`src/rtl/clkmode_ctrl.sv`:
```
module clkmode_ctrl #(
  parameter int              ADDR_W     = 16,
  parameter logic [ADDR_W-1:0] REG_ADDR = 'h58,
  parameter int              LOCK_SHIFT = 4
) (
  input  logic              clk_ref,
  input  logic              rst_n,
  input  logic [2:0]        strap,
  input  logic              bus_sel,
  input  logic              bus_wr,
  input  logic [ADDR_W-1:0] bus_addr,
  input  logic [15:0]       bus_wdata,
  output logic [15:0]       bus_rdata,
  output logic              pll_en,
  output logic [4:0]        pll_mult,
  output logic              clk_sel,
  output logic              clk_div
);
  localparam int CNT_W = 8 + LOCK_SHIFT;

  logic [15:1]      mode_q;
  logic [CNT_W-1:0] lock_cnt;
  logic             lock_wait;
  logic             pll_active;
  logic [1:0]       div_cnt;
  logic [15:0]      strap_val;
  logic [15:0]      next_val;
  logic             wr_hit;
  logic             rd_hit;
  logic             mult_next;
  logic             div4;

  always_comb begin
    case (strap)
      3'b001:  strap_val = 16'h9007;
      3'b010:  strap_val = 16'h4007;
      3'b100:  strap_val = 16'h1007;
      3'b110:  strap_val = 16'hF007;
      3'b101:  strap_val = 16'hF000;
      default: strap_val = 16'h0000;
    endcase
  end

  assign wr_hit    = bus_sel & bus_wr & (bus_addr == REG_ADDR);
  assign rd_hit    = bus_sel & ~bus_wr & (bus_addr == REG_ADDR);
  assign next_val  = rst_n ? bus_wdata : strap_val;
  assign mult_next = next_val[2] & (next_val[15:11] != 5'd0);

  always_ff @(posedge clk_ref) begin
    if (!rst_n || wr_hit) begin
      mode_q     <= next_val[15:1];
      lock_cnt   <= {next_val[10:3], {LOCK_SHIFT{1'b0}}};
      lock_wait  <= mult_next;
      pll_active <= 1'b0;
    end else if (lock_wait) begin
      if (lock_cnt == '0) begin
        pll_active <= 1'b1;
        lock_wait  <= 1'b0;
      end else begin
        lock_cnt <= lock_cnt - CNT_W'(1);
      end
    end
  end

  always_ff @(posedge clk_ref) begin
    if (!rst_n) div_cnt <= 2'd0;
    else        div_cnt <= div_cnt + 2'd1;
  end

  assign div4      = mode_q[1] | (mode_q[15:12] == 4'hF);
  assign clk_div   = div4 ? div_cnt[1] : div_cnt[0];
  assign pll_en    = mode_q[2];
  assign pll_mult  = mode_q[15:11];
  assign clk_sel   = pll_active;
  assign bus_rdata = rd_hit ? {mode_q, pll_active} : 16'h0000;
endmodule

```
`config.mk`:
```
export PLATFORM = sky130hd
export DESIGN_NAME = clkmode_ctrl
export DESIGN_NICKNAME = d
export VERILOG_FILES = /design/src/rtl/clkmode_ctrl.sv
export SDC_FILE = /design/constraint.sdc
export NUM_CORES = 1
export LEC_CHECK = 0
export ABC_AREA = 1
export BUFFER_PORTS_ARGS = -buffer_cell sky130_fd_sc_hd__clkbuf_2
export CORE_MARGIN = 4
export CORE_UTILIZATION = 45
export DETAILED_ROUTE_END_ITERATION = 6
export GPL_TIMING_DRIVEN = 0
export PLACE_DENSITY_LB_ADDON = 0.1
export SLEW_MARGIN = 20
export SYNTH_ARGS = -nofsm -noshare
export SYNTH_HDL_FRONTEND = slang
export SYNTH_SLANG_ARGS = --single-unit
```
`constraint.sdc`:
```
create_clock -name clk_ref -period 3.8 [get_ports clk_ref]
set_input_delay 0.38 -clock clk_ref [delete_from_list [all_inputs] [get_ports clk_ref]]
set_output_delay 0.38 -clock clk_ref [all_outputs]
set_load 0.01 [all_outputs]
```
==> results.tsv <==
metric	value	unit
via_per_inst	4.45	
ys_seq_elements	31	
coreArea	4060	um^2
drt-wirelength-per-cell	10.3	um
grt_pass1_wl	6.58	mm
start_util	46.9	%
crit_path_end_kind	primary output	
clockPowerShare	28.0	%
layout-drive-gt1-share	27.1	%
ios	63	
vias	1670	
post_cts_buffers	0	
nets	366	
yosysUniqueCellTypes	31	
numCtsBuffers	5	
io_buffers	61	
power.leakage	0.00130	uW
fin_setup_tns	0	ns
async_reset_ff_share	0	%
cts-root-buf	clkbuf_8	
critical_path_class	input pin to primary output	
reg2reg_to	lock_cnt[11]$_DFFE_PP_	
drtIter0Drc	93	
period_needed	2.14	ns
setup_viol	0	
relSlewSlack	67.2	%
fmax	0.468	GHz
rsz0062_at_grt	false	
ir_drop	0.000174	V
grt_pass1_vias	1572	
synth_xor_area_share	4.60	%
critical_path.endpoint	bus_rdata[10]	
holdBufCountCts	0	
final_cell_mix	73 x nand2_1, 61 x clkbuf_2, 46 x inv_1, 42 x nor2_1, 23 x edfxtp_1	
area_growth	23.9	%
synth_top_family_by_area	simple AND/OR/NAND/NOR gates	
synth_area	1900	um^2
avgSynthCellArea	7.40	um^2
worstSetupStartpoint	bus_addr[13]	
antenna_found_initial	0	
die_h	73.0	um
cts_tree	yes	
hold_viol	0	
syn_inst	257	
clock_sinks	31	
power_switching	265	uW
synth-adder-area-share	1.31	%
power	912	uW
synthesis.nets	298	
final_cell_count_no_fill	375	
firstDrtPassIters	4	
p_int	647	uW
timing.hold.ws	0.385	ns
hp-class	input pin to register	
worstMarginPinSlew	0.492	ns
seq_area_frac_synth	44.7	%
grt_max_degree	25	
die_x	73.0	um
synth_mux_area_share	0.592	%
clk_pin_slew	0.06	ns
finalCritPeriodShare	56.3	%
synth_simple_gate_area_share	33.1	%
rows	23	
p_per_area	386	nW/um^2
synth_ff_type	edfxtp_1	
ctsResizeCount	0	
r2r_slack	2.21	ns
synth_edf_count	23	
worstPathRequired	3.42	ns
slew_viol_final	0	
routed_wl	3.86	mm
dp_hpwl	3.13	mm
fin_util	58.1	%
rr_worst_depth	7	
dieArea	5330	um^2
clock_skew	0.00228	ns
cp_max_fo	10	
drc_errors	0	
worst_setup_path_start_kind	input pin	
grt_overflow	0	
cts.path.max_buffers	2	
h-tree-depth	2	
rr_startpoint	lock_cnt[0]$_SDFFE_PP0P_	
ant_nets	0	
yosysWarnings	0	
layout_commonest_cell	nand2_1	
antennaDiodeCount	0	
grt_util_all_layers	15.9	%
nFillCells	411	
power_frac_seq	48.3	%
status	completed	
maxCapViolations	0	
gp_congestion	0.757	
swShare	29.1	%
dpl.cell_count	368	
clock_latency	0.28	ns
combPwrFrac	23.7	%
synth_compound_area_share	2.50	%
arrival	1.76	ns
[cell families after synthesis]
logic type	count (synthesis)
adders and majority gates	2
AOI/OAI and AO/OA	9
xor gates and xnor gates	10
and+or+nand+nor	147
DFF	31
buffers and inverters	57
muxes	1
[state kept, by name, summed over array words and instances, names as in the netlist]
name and cells:
lock_cnt 12, mode_q 15, lock_wait 1, div_cnt 2, clk_sel 1
[per-layer routing]
metal  GRT usage, %  vias to the layer above  share of wire (%)
met1           20.5                      712                 48
met3           3.86                        5                6.5
met2           25.8                       43                 44
li1               -                      910                  -
met4           5.53                        0                1.2
met5              0                        -                  0
[through the flow]
step / setup slack (ns) / instance area, um^2
after CTS: 1.62 / 2360
after detailed placement: 1.63 / 2270
after global routing: 1.52 / 2360
final: 1.66 / 2360
after global placement: 1.68 / 2270
after floorplan: 2.18 / 1900
[how the worst min path moves through the flow]
stage               slack (ns)                     to  depth (start not counted)             startpoint
global placement          0.44  div_cnt[0]$_SDFF_PN0_                          1  div_cnt[0]$_SDFF_PN0_
finish                    0.38    mode_q[1]$_DFFE_PP_                          3           bus_wdata[1]
floorplan                 0.42  div_cnt[0]$_SDFF_PN0_                          1  div_cnt[0]$_SDFF_PN0_
detailed placement        0.45  div_cnt[0]$_SDFF_PN0_                          1  div_cnt[0]$_SDFF_PN0_
CTS                       0.37    mode_q[1]$_DFFE_PP_                          3           bus_wdata[1]
global route              0.39    mode_q[1]$_DFFE_PP_                          3           bus_wdata[1]
[synth_stat cells, types with 2 or more instances]
library cell / n / area [um^2]
nand3_1: 13 / 65.1
xnor2_1: 5 / 43.8
buf_2: 2 / 10.0
ha_1: 2 / 25.0
edfxtp_1: 23 / 691
o21ai_0: 2 / 10.0
nor2_2: 4 / 25.0
nand2_1: 73 / 274
dfxtp_1: 8 / 160
inv_1: 46 / 173
or2_0: 2 / 12.5
buf_4: 5 / 37.5
nand4_1: 3 / 18.8
nor2_1: 42 / 158
a21oi_1: 6 / 30.0
xor2_1: 5 / 43.8
buf_6: 2 / 22.5
[critical path, stage by stage]
cell	delay, ns
clkbuf_2	0.09
nor4_1	0.28
nand4_1	0.40
buf_2	0.33
nor2_1	0.12
clkbuf_2	0.15
[power groups by stage]
stage | clock network [uW] | registers [uW] | logic (uW)
after floorplan | 0 | 440 | 162
after global placement | 0 | 447 | 215
after detailed placement | 0 | 447 | 218
after CTS | 265 | 440 | 219
after global routing | 276 | 446 | 252
final | 255 | 440 | 216
[final cells by class]
| cell class | count | area (um^2) | share of cell area (%) |
|---|---|---|---|
| multi-input combinational | 169 | 802 | 34.0 |
| clock buffer | 6 | 82.6 | 3.50 |
| inverter | 47 | 176 | 7.48 |
| sequential | 31 | 851 | 36.1 |
| buffer | 10 | 73.8 | 3.13 |
| tap | 50 | 62.6 | 2.65 |
| timing repair buffer | 61 | 305 | 12.9 |
| clock inverter | 1 | 5.00 | 0.212 |
Power figures use the tool's default switching activity.
